File: config.mk
export PLATFORM = sky130hd
export DESIGN_NAME = rng_ctrl_top
export DESIGN_NICKNAME = d
export VERILOG_FILES = /design/src/rtl/rngc_pkg.sv /design/src/rtl/rngc_core.sv /design/src/rtl/rngc_seq.sv /design/src/rtl/rngc_regs.sv /design/src/rtl/rng_ctrl_top.sv
export SDC_FILE = /design/constraint.sdc
export NUM_CORES = 1
export LEC_CHECK = 0
export ABC_AREA = 0
export BUFFER_PORTS_ARGS = -buffer_cell sky130_fd_sc_hd__buf_4
export CORE_MARGIN = 3
export CORE_UTILIZATION = 55
export CTS_CLUSTER_SIZE = 16
export DETAILED_ROUTE_END_ITERATION = 8
export GPL_ROUTABILITY_DRIVEN = 0
export PLACE_DENSITY = 0.86
export REMOVE_ABC_BUFFERS = 1
export SYNTH_ARGS = -nofsm -noshare
export SYNTH_HDL_FRONTEND = slang
export SYNTH_SLANG_ARGS = --single-unit
File: constraint.sdc
create_clock -name clk -period 3.5 [get_ports clk]
set_clock_uncertainty 0.15 [all_clocks]
set_input_delay 0.35 -clock clk [delete_from_list [all_inputs] [get_ports clk]]
set_output_delay 0.35 -clock clk [all_outputs]
set_load 0.02 [all_outputs]
File: src/rtl/rngc_pkg.sv
package rngc_pkg;
  localparam int WORD_W = 32;

  // register offsets (software decodes these)
  localparam logic [7:0] OFF_CMD   = 8'h00;
  localparam logic [7:0] OFF_STAT  = 8'h04;
  localparam logic [7:0] OFF_MODE  = 8'h08;
  localparam logic [7:0] OFF_IEN   = 8'h10;
  localparam logic [7:0] OFF_IFLG  = 8'h14;
  localparam logic [7:0] OFF_RES   = 8'h20;

  // command codes
  localparam logic [WORD_W-1:0] CODE_GEN  = 32'd1;
  localparam logic [WORD_W-1:0] CODE_SEED = 32'd2;

  // bit positions
  localparam int B_WIDE     = 3;
  localparam int B_SEEDED   = 9;
  localparam int B_GENBUSY  = 30;
  localparam int B_SEEDBUSY = 31;
  localparam int B_RDY      = 0;
  localparam int B_SDONE    = 1;
  localparam int B_LOCK     = 4;
  localparam int B_GLOBAL   = 31;

  typedef enum logic [1:0] {
    SQ_IDLE = 2'd0,
    SQ_GEN  = 2'd1,
    SQ_SEED = 2'd2
  } sq_state_e;

  // one generator step: shift right, fold taps in when the dropped bit is 1
  function automatic logic [WORD_W-1:0] lfsr_adv(input logic [WORD_W-1:0] s,
                                                 input logic [WORD_W-1:0] taps);
    logic [WORD_W-1:0] r;
    r = s >> 1;
    if (s[0]) r = r ^ taps;
    return r;
  endfunction

  // interrupt combination: global enable gating per-source matches
  function automatic logic irq_calc(input logic glb, input logic [2:0] en,
                                    input logic [2:0] flg);
    return glb & (|(en & flg));
  endfunction
endpackage

File: src/rtl/rngc_core.sv
module rngc_core
  import rngc_pkg::*;
#(
  parameter int              N_WORDS = 8,
  parameter logic [WORD_W-1:0] TAPS  = 32'h8020_0003
) (
  input  logic                            clk,
  input  logic                            rst_n,
  input  logic [WORD_W-1:0]               entropy_in,
  input  logic                            mode_wide,
  input  logic                            seed_start,
  input  logic                            seed_done,
  input  logic                            gen_start,
  input  logic                            gen_done,
  input  logic                            lock_evt,
  output logic                            seeded,
  output logic                            locked,
  output logic [N_WORDS-1:0][WORD_W-1:0]  words
);
  localparam int HALF = N_WORDS / 2;

  logic [WORD_W-1:0]              state_q;
  logic [WORD_W-1:0]              seed_pend_q;
  logic                           wide_q;
  logic                           seeded_q;
  logic [N_WORDS-1:0][WORD_W-1:0] words_q;
  logic [N_WORDS-1:0][WORD_W-1:0] nxt_words;
  logic [WORD_W-1:0]              end_state;

  always_comb begin
    logic [WORD_W-1:0] s;
    s = state_q;
    for (int i = 0; i < N_WORDS; i++) begin
      s = lfsr_adv(s, TAPS);
      nxt_words[i] = (wide_q || i < HALF) ? s : '0;
    end
    end_state = s;
  end

  always_ff @(posedge clk or negedge rst_n) begin
    if (!rst_n) begin
      state_q     <= '0;
      seed_pend_q <= '0;
      wide_q      <= 1'b0;
      seeded_q    <= 1'b0;
      words_q     <= '0;
    end else begin
      if (seed_start) seed_pend_q <= entropy_in;
      if (gen_start)  wide_q      <= mode_wide;
      if (seed_done) begin
        state_q  <= seed_pend_q;
        words_q  <= '0;
        seeded_q <= 1'b1;
      end else if (gen_done) begin
        state_q <= end_state;
        words_q <= nxt_words;
      end
      if (lock_evt) seeded_q <= 1'b0;
    end
  end

  assign seeded = seeded_q;
  assign locked = (state_q == '0);
  assign words  = words_q;

  AST_SEED_ZEROES: assert property (@(posedge clk) disable iff (!rst_n)
    seed_done |=> (words == '0) && seeded);

  AST_NARROW_UPPER: assert property (@(posedge clk) disable iff (!rst_n)
    (gen_done && !wide_q) |=> (words[N_WORDS-1:HALF] == '0));

  AST_GEN_NO_LOCK: assert property (@(posedge clk) disable iff (!rst_n)
    (gen_done && !locked) |=> !locked);

  AST_WORDS_HOLD: assert property (@(posedge clk) disable iff (!rst_n)
    (lock_evt && !seed_done && !gen_done) |=> $stable(words));
endmodule

File: src/rtl/rngc_seq.sv
module rngc_seq
  import rngc_pkg::*;
#(
  parameter int GEN_LAT  = 6,
  parameter int SEED_LAT = 10
) (
  input  logic clk,
  input  logic rst_n,
  input  logic cmd_gen,
  input  logic cmd_seed,
  input  logic seeded,
  input  logic locked,
  output logic gen_busy,
  output logic seed_busy,
  output logic gen_start,
  output logic seed_start,
  output logic gen_done,
  output logic seed_done,
  output logic lock_evt
);
  localparam int MAX_LAT = (GEN_LAT > SEED_LAT) ? GEN_LAT : SEED_LAT;
  localparam int CNT_W   = $clog2(MAX_LAT + 1);

  sq_state_e        st_q;
  logic [CNT_W-1:0] cnt_q;
  logic             idle;

  assign idle       = (st_q == SQ_IDLE);
  assign gen_start  = idle && cmd_gen && seeded && !locked;
  assign lock_evt   = idle && cmd_gen && seeded && locked;
  assign seed_start = idle && cmd_seed;
  assign gen_done   = (st_q == SQ_GEN)  && (cnt_q == '0);
  assign seed_done  = (st_q == SQ_SEED) && (cnt_q == '0);
  assign gen_busy   = (st_q == SQ_GEN);
  assign seed_busy  = (st_q == SQ_SEED);

  always_ff @(posedge clk or negedge rst_n) begin
    if (!rst_n) begin
      st_q  <= SQ_IDLE;
      cnt_q <= '0;
    end else begin
      unique case (st_q)
        SQ_IDLE: begin
          if (seed_start) begin
            st_q  <= SQ_SEED;
            cnt_q <= CNT_W'(SEED_LAT - 1);
          end else if (gen_start) begin
            st_q  <= SQ_GEN;
            cnt_q <= CNT_W'(GEN_LAT - 1);
          end
        end
        SQ_GEN, SQ_SEED: begin
          if (cnt_q == '0) st_q <= SQ_IDLE;
          else             cnt_q <= cnt_q - 1'b1;
        end
        default: st_q <= SQ_IDLE;
      endcase
    end
  end

  AST_BUSY_EXCLUSIVE: assert property (@(posedge clk) disable iff (!rst_n)
    $onehot0({gen_busy, seed_busy}));

  AST_GEN_NEEDS_SEED: assert property (@(posedge clk) disable iff (!rst_n)
    gen_start |-> seeded && !locked);

  AST_SEED_DONE_IDLE: assert property (@(posedge clk) disable iff (!rst_n)
    seed_done |=> !seed_busy && !gen_busy);

  AST_GEN_DONE_IDLE: assert property (@(posedge clk) disable iff (!rst_n)
    gen_done |=> !gen_busy && !seed_busy);

  AST_BUSY_NO_START: assert property (@(posedge clk) disable iff (!rst_n)
    (gen_busy && !gen_done) |=> gen_busy);
endmodule

File: src/rtl/rngc_regs.sv
module rngc_regs
  import rngc_pkg::*;
#(
  parameter int ADDR_W  = 8,
  parameter int N_WORDS = 8
) (
  input  logic                            clk,
  input  logic                            rst_n,
  input  logic                            bus_wr,
  input  logic [ADDR_W-1:0]               bus_addr,
  input  logic [WORD_W-1:0]               bus_wdata,
  output logic [WORD_W-1:0]               bus_rdata,
  output logic                            irq,
  output logic                            cmd_gen,
  output logic                            cmd_seed,
  output logic                            mode_wide,
  input  logic                            gen_busy,
  input  logic                            seed_busy,
  input  logic                            seeded,
  input  logic [N_WORDS-1:0][WORD_W-1:0]  words,
  input  logic                            ev_gen_done,
  input  logic                            ev_seed_done,
  input  logic                            ev_lock
);
  localparam int IDX_W  = (N_WORDS > 1) ? $clog2(N_WORDS) : 1;
  localparam int RES_SZ = N_WORDS * 4;

  logic       wide_q;
  logic       glb_q;
  logic [2:0] ien_q;   // {lock, seed done, ready}
  logic [2:0] flg_q;
  logic [2:0] ev_vec;
  logic [2:0] clr_vec;
  logic       wr_cmd, wr_mode, wr_ien, wr_flg;

  assign wr_cmd  = bus_wr && (bus_addr == ADDR_W'(OFF_CMD));
  assign wr_mode = bus_wr && (bus_addr == ADDR_W'(OFF_MODE));
  assign wr_ien  = bus_wr && (bus_addr == ADDR_W'(OFF_IEN));
  assign wr_flg  = bus_wr && (bus_addr == ADDR_W'(OFF_IFLG));

  assign cmd_gen  = wr_cmd && (bus_wdata == CODE_GEN);
  assign cmd_seed = wr_cmd && (bus_wdata == CODE_SEED);

  assign ev_vec  = {ev_lock, ev_seed_done, ev_gen_done};
  assign clr_vec = wr_flg ? {bus_wdata[B_LOCK], bus_wdata[B_SDONE], bus_wdata[B_RDY]} : 3'b000;

  always_ff @(posedge clk or negedge rst_n) begin
    if (!rst_n) begin
      wide_q <= 1'b0;
      glb_q  <= 1'b0;
      ien_q  <= '0;
      flg_q  <= '0;
    end else begin
      if (wr_mode) wide_q <= bus_wdata[B_WIDE];
      if (wr_ien) begin
        glb_q <= bus_wdata[B_GLOBAL];
        ien_q <= {bus_wdata[B_LOCK], bus_wdata[B_SDONE], bus_wdata[B_RDY]};
      end
      flg_q <= (flg_q & ~clr_vec) | ev_vec;
    end
  end

  assign mode_wide = wide_q;
  assign irq       = irq_calc(glb_q, ien_q, flg_q);

  // result window decode
  logic [ADDR_W-1:0] res_off;
  logic              res_hit;
  logic [IDX_W-1:0]  res_idx;

  assign res_off = bus_addr - ADDR_W'(OFF_RES);
  assign res_hit = (bus_addr >= ADDR_W'(OFF_RES)) && (res_off < ADDR_W'(RES_SZ))
                   && (res_off[1:0] == 2'b00);
  assign res_idx = res_off[IDX_W+1:2];

  always_comb begin
    bus_rdata = '0;
    if (res_hit) begin
      bus_rdata = words[res_idx];
    end else begin
      unique case (bus_addr)
        ADDR_W'(OFF_STAT): begin
          bus_rdata[B_SEEDBUSY] = seed_busy;
          bus_rdata[B_GENBUSY]  = gen_busy;
          bus_rdata[B_SEEDED]   = seeded;
          bus_rdata[B_WIDE]     = wide_q;
        end
        ADDR_W'(OFF_MODE): bus_rdata[B_WIDE] = wide_q;
        ADDR_W'(OFF_IEN): begin
          bus_rdata[B_GLOBAL] = glb_q;
          bus_rdata[B_LOCK]   = ien_q[2];
          bus_rdata[B_SDONE]  = ien_q[1];
          bus_rdata[B_RDY]    = ien_q[0];
        end
        ADDR_W'(OFF_IFLG): begin
          bus_rdata[B_LOCK]  = flg_q[2];
          bus_rdata[B_SDONE] = flg_q[1];
          bus_rdata[B_RDY]   = flg_q[0];
        end
        default: bus_rdata = '0;
      endcase
    end
  end

  AST_RDY_ON_DONE: assert property (@(posedge clk) disable iff (!rst_n)
    ev_gen_done |=> flg_q[0]);

  AST_SDONE_ON_DONE: assert property (@(posedge clk) disable iff (!rst_n)
    ev_seed_done |=> flg_q[1]);

  AST_W1C_READY: assert property (@(posedge clk) disable iff (!rst_n)
    (wr_flg && bus_wdata[B_RDY] && !ev_gen_done) |=> !flg_q[0]);

  AST_IRQ_SOURCE: assert property (@(posedge clk) disable iff (!rst_n)
    irq |-> glb_q && (flg_q != 3'b000));

  AST_LOCK_FLAG: assert property (@(posedge clk) disable iff (!rst_n)
    ev_lock |=> flg_q[2]);
endmodule

File: src/rtl/rng_ctrl_top.sv
module rng_ctrl_top
  import rngc_pkg::*;
#(
  parameter int              ADDR_W   = 8,
  parameter int              N_WORDS  = 8,
  parameter int              GEN_LAT  = 6,
  parameter int              SEED_LAT = 10,
  parameter logic [31:0]     TAPS     = 32'h8020_0003
) (
  input  logic              clk,
  input  logic              rst_n,
  input  logic              bus_wr,
  input  logic [ADDR_W-1:0] bus_addr,
  input  logic [31:0]       bus_wdata,
  output logic [31:0]       bus_rdata,
  input  logic [31:0]       entropy_in,
  output logic              irq
);
  logic cmd_gen, cmd_seed, mode_wide;
  logic gen_busy, seed_busy, gen_start, seed_start, gen_done, seed_done, lock_evt;
  logic seeded, locked;
  logic [N_WORDS-1:0][WORD_W-1:0] words;

  rngc_regs #(.ADDR_W(ADDR_W), .N_WORDS(N_WORDS)) u_regs (
    .clk(clk), .rst_n(rst_n), .bus_wr(bus_wr), .bus_addr(bus_addr),
    .bus_wdata(bus_wdata), .bus_rdata(bus_rdata), .irq(irq),
    .cmd_gen(cmd_gen), .cmd_seed(cmd_seed), .mode_wide(mode_wide),
    .gen_busy(gen_busy), .seed_busy(seed_busy), .seeded(seeded), .words(words),
    .ev_gen_done(gen_done), .ev_seed_done(seed_done), .ev_lock(lock_evt)
  );

  rngc_seq #(.GEN_LAT(GEN_LAT), .SEED_LAT(SEED_LAT)) u_seq (
    .clk(clk), .rst_n(rst_n), .cmd_gen(cmd_gen), .cmd_seed(cmd_seed),
    .seeded(seeded), .locked(locked), .gen_busy(gen_busy), .seed_busy(seed_busy),
    .gen_start(gen_start), .seed_start(seed_start), .gen_done(gen_done),
    .seed_done(seed_done), .lock_evt(lock_evt)
  );

  rngc_core #(.N_WORDS(N_WORDS), .TAPS(TAPS)) u_core (
    .clk(clk), .rst_n(rst_n), .entropy_in(entropy_in), .mode_wide(mode_wide),
    .seed_start(seed_start), .seed_done(seed_done), .gen_start(gen_start),
    .gen_done(gen_done), .lock_evt(lock_evt), .seeded(seeded), .locked(locked),
    .words(words)
  );

  AST_LOCK_CLEARS_SEED: assert property (@(posedge clk) disable iff (!rst_n)
    (lock_evt && !seed_done) |=> !seeded);
endmodule

== After elaboration in Yosys (flattened, before gate mapping) ==
Index checks and enable logic that the tools add are counted.

* Register bits after elaboration: 336

* Magnitude comparators: 3
* Add/sub/neg operators: 2
* Eq/ne operators: 11
* Bitwise logic cells: 13
* Muxes and demuxes: 36
* Reduce and logical (&&, ||, !) cells: 29

{| class="wikitable"
|+ Operators with widths
! kind !! count
|-
| 2-to-1 mux 256 bit || 2
|-
| 2-to-1 mux 32 bit || 16
|-
| binary-select mux 32 bit (select 3 bit) || 1
|-
| == test 32 x 1 -> 1 bit, second input constant || 1
|-
| == test 32 x 2 -> 1 bit, second input constant || 1
|-
| zero test 32 bit || 1
|-
| inverter 3 -> 4 bit || 8
|-
| == test 8 x 5 -> 1 bit, second input constant || 2
|-
| logical AND 1 bit || 15
|-
| 2-to-1 mux 4 bit || 3
|-
| == test 8 x 3 -> 1 bit, second input constant || 1
|-
| == test 8 x 4 -> 1 bit, second input constant || 1
|-
| greater-or-equal comparator 8 x 6 -> 1 bit, second input constant || 1
|-
| zero test 8 bit || 1
|-
| less-than comparator 8 x 6 -> 1 bit, second input constant || 1
|-
| one-hot mux 2 bit (2 select lines) || 2
|-
| one-hot mux 4 bit (2 select lines) || 1
|-
| subtractor 8 x 6 -> 8 bit, second input constant || 1
|-
| AND 3 bit || 2
|-
| 2-to-1 mux 2 bit || 3
|-
| nonzero test 2 bit || 3
|-
| 2-to-1 mux 1 bit || 5
|-
| zero test 2 bit || 2
|-
| zero test 4 bit || 1
|-
| 17 further kinds || 19
|}

== Longest topological paths before layout ==
* Depth after elaboration: 19
* Mapped depth: 10

== Cells and area by module ==
A second synthesis with hierarchy kept.

* Cells, all modules: 979
* Area total of the unflattened synthesis: 10975.5 um2

{| class="wikitable"
|+ By module, submodules not included
! module !! instances !! cells an instance !! area an instance (um2) !! sequential area each (um2)
|-
| rngc_core || 1 || 708 || 7622.3 || 3703.6
|-
| rngc_regs || 1 || 217 || 2867.8 || 200.2
|-
| rngc_seq || 1 || 54 || 485.5 || 150.1
|}

== Least setup slack after synthesis ==
Ideal clock, no wire load.

* Path type: input to output
* From: in bus_addr[4]
* To: out bus_rdata[30]
* Arrival time: 2.298 ns
* Required time: 3.000 ns
* Stages: 6
* Path slack: 0.702 ns
* Cell sequence: clkbuf_2 clkbuf_1 clkbuf_1 buf_1 mux2i_1 o21ai_0

* Cells in the longest elaborated chain, start to end: 5
* Elaborated cells on any way between the ends: 10
* Classes of those cells: add/sub: 1; order compare: 2; eq/ne: 1; mux: 4; reduce/logical: 2

{| class="wikitable"
|+ RTL lines
! item !! line !! source
|-
| start: declaration || rng_ctrl_top.sv:13 || <nowiki>input logic [ADDR_W-1:0] bus_addr,</nowiki>
|-
| subtractor 8 x 6 -> 8 bit || rngc_regs.sv:71 || <nowiki>assign res_off = bus_addr - ADDR_W'(OFF_RES);</nowiki>
|-
| less-than comparator 8 x 6 -> 1 bit || rngc_regs.sv:72 || <nowiki>assign res_hit = (bus_addr >= ADDR_W'(OFF_RES)) && (res_off < ADDR_W'(RES_SZ))</nowiki>
|-
| logical AND 1 bit || rngc_regs.sv:72 ||
|-
| logical AND 1 bit || rngc_regs.sv:73 || <nowiki>&& (res_off[1:0] == 2'b00);</nowiki>
|-
| 2-to-1 mux 32 bit (*) || rngc_regs.sv:78 || <nowiki>if (res_hit) begin</nowiki>
|-
| end: declaration || rng_ctrl_top.sv:15 || <nowiki>output logic [31:0] bus_rdata,</nowiki>
|}

Mark *: on every way between the ends. The rest lies on a longest branch, timed or not. The select of a mux whose other input is x is not followed.

== Worst setup path in the final report ==
* From: reg u_seq.cnt_q[0]
* To: reg u_core.words_q, in the netlist u_core.words[251]

* Cells in the longest elaborated chain, start to end: 3
* Elaborated cells on any way between the ends: 5
* Classes of those cells: mux: 1; reduce/logical: 4

{| class="wikitable"
|+ RTL lines
! item !! line !! source
|-
| start: declaration || rngc_seq.sv:25 || <nowiki>logic [CNT_W-1:0] cnt_q;</nowiki>
|-
| start signal: assignment || rngc_seq.sv:46 || <nowiki>cnt_q <= CNT_W'(SEED_LAT - 1);</nowiki>
|-
| start signal: assignment || rngc_seq.sv:49 || <nowiki>cnt_q <= CNT_W'(GEN_LAT - 1);</nowiki>
|-
| start signal: assignment || rngc_seq.sv:54 || <nowiki>else cnt_q <= cnt_q - 1'b1;</nowiki>
|-
| zero test 4 bit (*) || rngc_seq.sv:32, rngc_seq.sv:33 ||
|-
| logical AND 1 bit, on equally long branches || rngc_seq.sv:33, rngc_seq.sv:32 ||
|-
| 2-to-1 mux 256 bit / nonzero test 2 bit (equally long branches) || -- ||
|-
| end signal: assignment || rngc_core.sv:56 || <nowiki>words_q <= nxt_words;</nowiki>
|-
| end: declaration || rngc_core.sv:26 || <nowiki>logic [N_WORDS-1:0][WORD_W-1:0] words_q;</nowiki>
|}

Mark *: on every way between the ends. The rest lies on a longest branch, timed or not.
A chain may end at the register's enable or synchronous reset.

==> reports/qor.yml <==
ff2ff_path_depth: 8
antenna_found_initial: 0
utilization_pct: 68.6
num_vias: 7161
wire_per_inst_um: 20.8
required_ns: 3.68
power_mw: 4.22
syn_area_per_cell_um2: 10.9
cts_setup_buffers: 0
synth_top_area_cell: "dfrtp_1"
postSynthCellCount: 791
ys_types: 60
synthTopCellsByCount: "162 x dfrtp_1, 68 x mux2i_1, 65 x nand2_1"
fin_crit_sh_pct: 84.5
die_x_um: 131
seq_power_share_pct: 45.8
hold_path.class: "input port to flop"
cp_max_fo: 50
setup-violations-final: 0
start_kind: "flop"
max_slew.worst_pin.slew_ns: 1.13
first_pass_iters: 5
drive_above_1_share_pct: 25.7
slew_headroom_pct: 24.7
io_pins: 108
holdPathStages: 2
grt-ovfl-total: 0
row_count: 45
cts-root-buf: "clkbuf_16"
rsz0062_at_grt: "no"
clock_latency_ns: 0.43
crit_arrival_ns: 3.14
ant_nets: 0
antenna_cells: 0
switching_share_pct: 25.9
p_switching_mw: 1.09
synth_edf_count: 0
clkTransAtPathRegs_ns: 0.06
pwr-share-comb_pct: 11.3
via_per_inst: 6.37
clkPwrFrac_pct: 42.9
drt-total-wl_mm: 23.4
hold_violations: 0
numCtsBuffers: 17
async_flop_share_pct: 100
cp-end-kind: "flop"
htreeDepth: 4
maxCapViolations: 0
clk_path_buf_depth: 2
drt_iter0_drc: 765
port_buffers: 107
fin_ws_ns: 0.541
ys_warn_count: 0
grt_pass1_vias: 7198
die-area_um2: 17200
reg2reg_to: "u_core.words[251]"
fin_crit_ns: 2.96
synth_most_common_cell: "dfrtp_1"
dpl_worst_slack_ns: 0.600
grt_max_degree: 68
core_um2: 15300
worstHoldStart: "entropy_in[17]"
ys_seq_area_share_pct: 47.0
syn_area_um2: 8630
cts_tree: "done"
cts.sinks: 162
yosys-top-cells-area: "dfrtp_1 47%, mux2i_1 7.9%, mux4_2 6.3%, a22o_1 5.6%, mux2_2 4.8%"
synth_top_cell_area_share_pct: 47.0
fin_nets: 982
r2r-start: "u_seq.cnt_q[0]"
drc_errors: 0
rrSetupSlack_ns: 0.54
power.density_nw_per_um2: 403
final.setup.tns_ns: 0
initial_core_util_pct: 56.6
dieHeight_um: 131
status: "complete, no violations"
max_freq_ghz: 0.338
hold_buffers: 27
drv_slew: 0
hpwlAfterDp_mm: 15.6
grtUsageTotal_pct: 27.9
grt_pass1_wl_mm: 38.5
cts_resized: 0
area_growth_pct: 21.3
worst-setup-path-type: "flop to flop"
peakVddDrop_mv: 0.352
fill_cells: 1105
hold_path_end: "u_core.seed_pend_q[17]"
power_leakage_nw: 4.88
ys_ff_latch: 162
p_int_mw: 3.13
ys.flop_type: "dfrtp_1"
==> cell usage in the layout (no fill, tap or decap), types with 13 or more instances in the layout <==
master and count:
a21oi_1 37, a22o_1 55, buf_4 126, clkbuf_16 17, dfrtp_1 162, dlygate4sd3_1 27
inv_1 14, mux2_2 37, mux2i_1 68, mux4_2 24, nand2_1 65, nand3_1 13
nor2_1 51, nor4_1 13, o21ai_0 52, o22ai_1 37, xor2_1 15
==> power groups by stage <==
stage	Sequential [mW]	Clock, mW	Combinational, mW
after floorplan	1.95	0	0.227
after global routing	1.93	1.91	0.523
after CTS	1.93	1.82	0.474
final	1.93	1.81	0.478
after detailed placement	1.96	0	0.445
after global placement	1.96	0	0.436
==> state kept, by name (all words and copies together), names as in the netlist <==
register            flops
u_core.state_q         32
u_regs.glb_q            1
u_seq.cnt_q             4
u_regs.flg_q            3
u_regs.ien_q            3
u_seq.st_q              2
u_core.seed_pend_q     32
u_core.seeded           1
u_core.wide_q           1
u_core.words           82
u_regs.mode_wide        1
==> kinds of logic (layout without fill, tap and decap cells) <==
logic type / count (synthesis) / after routing / synth area share, %
AND/OR/NAND/NOR: 181 / 181 / 10.1
AO/OA/AOI/OAI: 203 / 203 / 15.7
adder cells (fa/ha/maj): 7 / 7 / 1.01
multiplexers: 132 / 132 / 19.4
buffers and inverters: 80 / 202 / 3.74
XOR/XNOR: 26 / 26 / 3.13
flip-flops: 162 / 162 / 47.0
==> critical path: stages (launching register included) <==
cell	delay (ns)
dfrtp_1	0.38
inv_1	0.06
ha_1	0.24
or3b_2	0.36
nor2_1	0.13
nor2_4	0.88
buf_4	0.45
nand2_1	0.10
o21ai_0	0.09
==> layout make-up <==
type                    count  area, um^2  area share [%]
well taps                 211         264            2.52
clock buffers              19         453            4.33
flip-flops and latches    162        4050            38.7
clock inverters            13         126            1.21
inverters                  15        56.3           0.538
repair buffers            155        1250            11.9
multi-input cells         549        4270            40.8
==> metal layers <==
metal / wire [um] / GRT usage [%]
met1: 9110 / 36.6
met2: 11200 / 43.6
met3: 2220 / 8.04
met4: 819 / 12.2
met5: 0 / 0
==> worst max-delay path by stage <==
stage	start	to	slack [ns]	cells after the start
floorplan	u_seq.cnt_q[0]	u_core.words[248]	-2.25	7
global placement	u_seq.cnt_q[0]	u_core.words[93]	0.68	8
CTS	u_seq.cnt_q[0]	u_core.words[32]	0.61	8
global route	u_seq.cnt_q[0]	u_core.words[32]	0.34	8
detailed placement	u_seq.cnt_q[0]	u_core.words[32]	0.60	8
finish	u_seq.cnt_q[0]	u_core.words[251]	0.54	8
==> stage by stage <==
stage	hold slack, ns	instances	instance area, um^2
global placement	0.210	1065	9620
CTS	0.0000611	1124	10500
finish	0.00784	1124	10500
detailed placement	0.209	1065	9620
floorplan	-0.0956	726	8370
global route	0.0114	1124	10500
(Power assumes the default switching activity.)
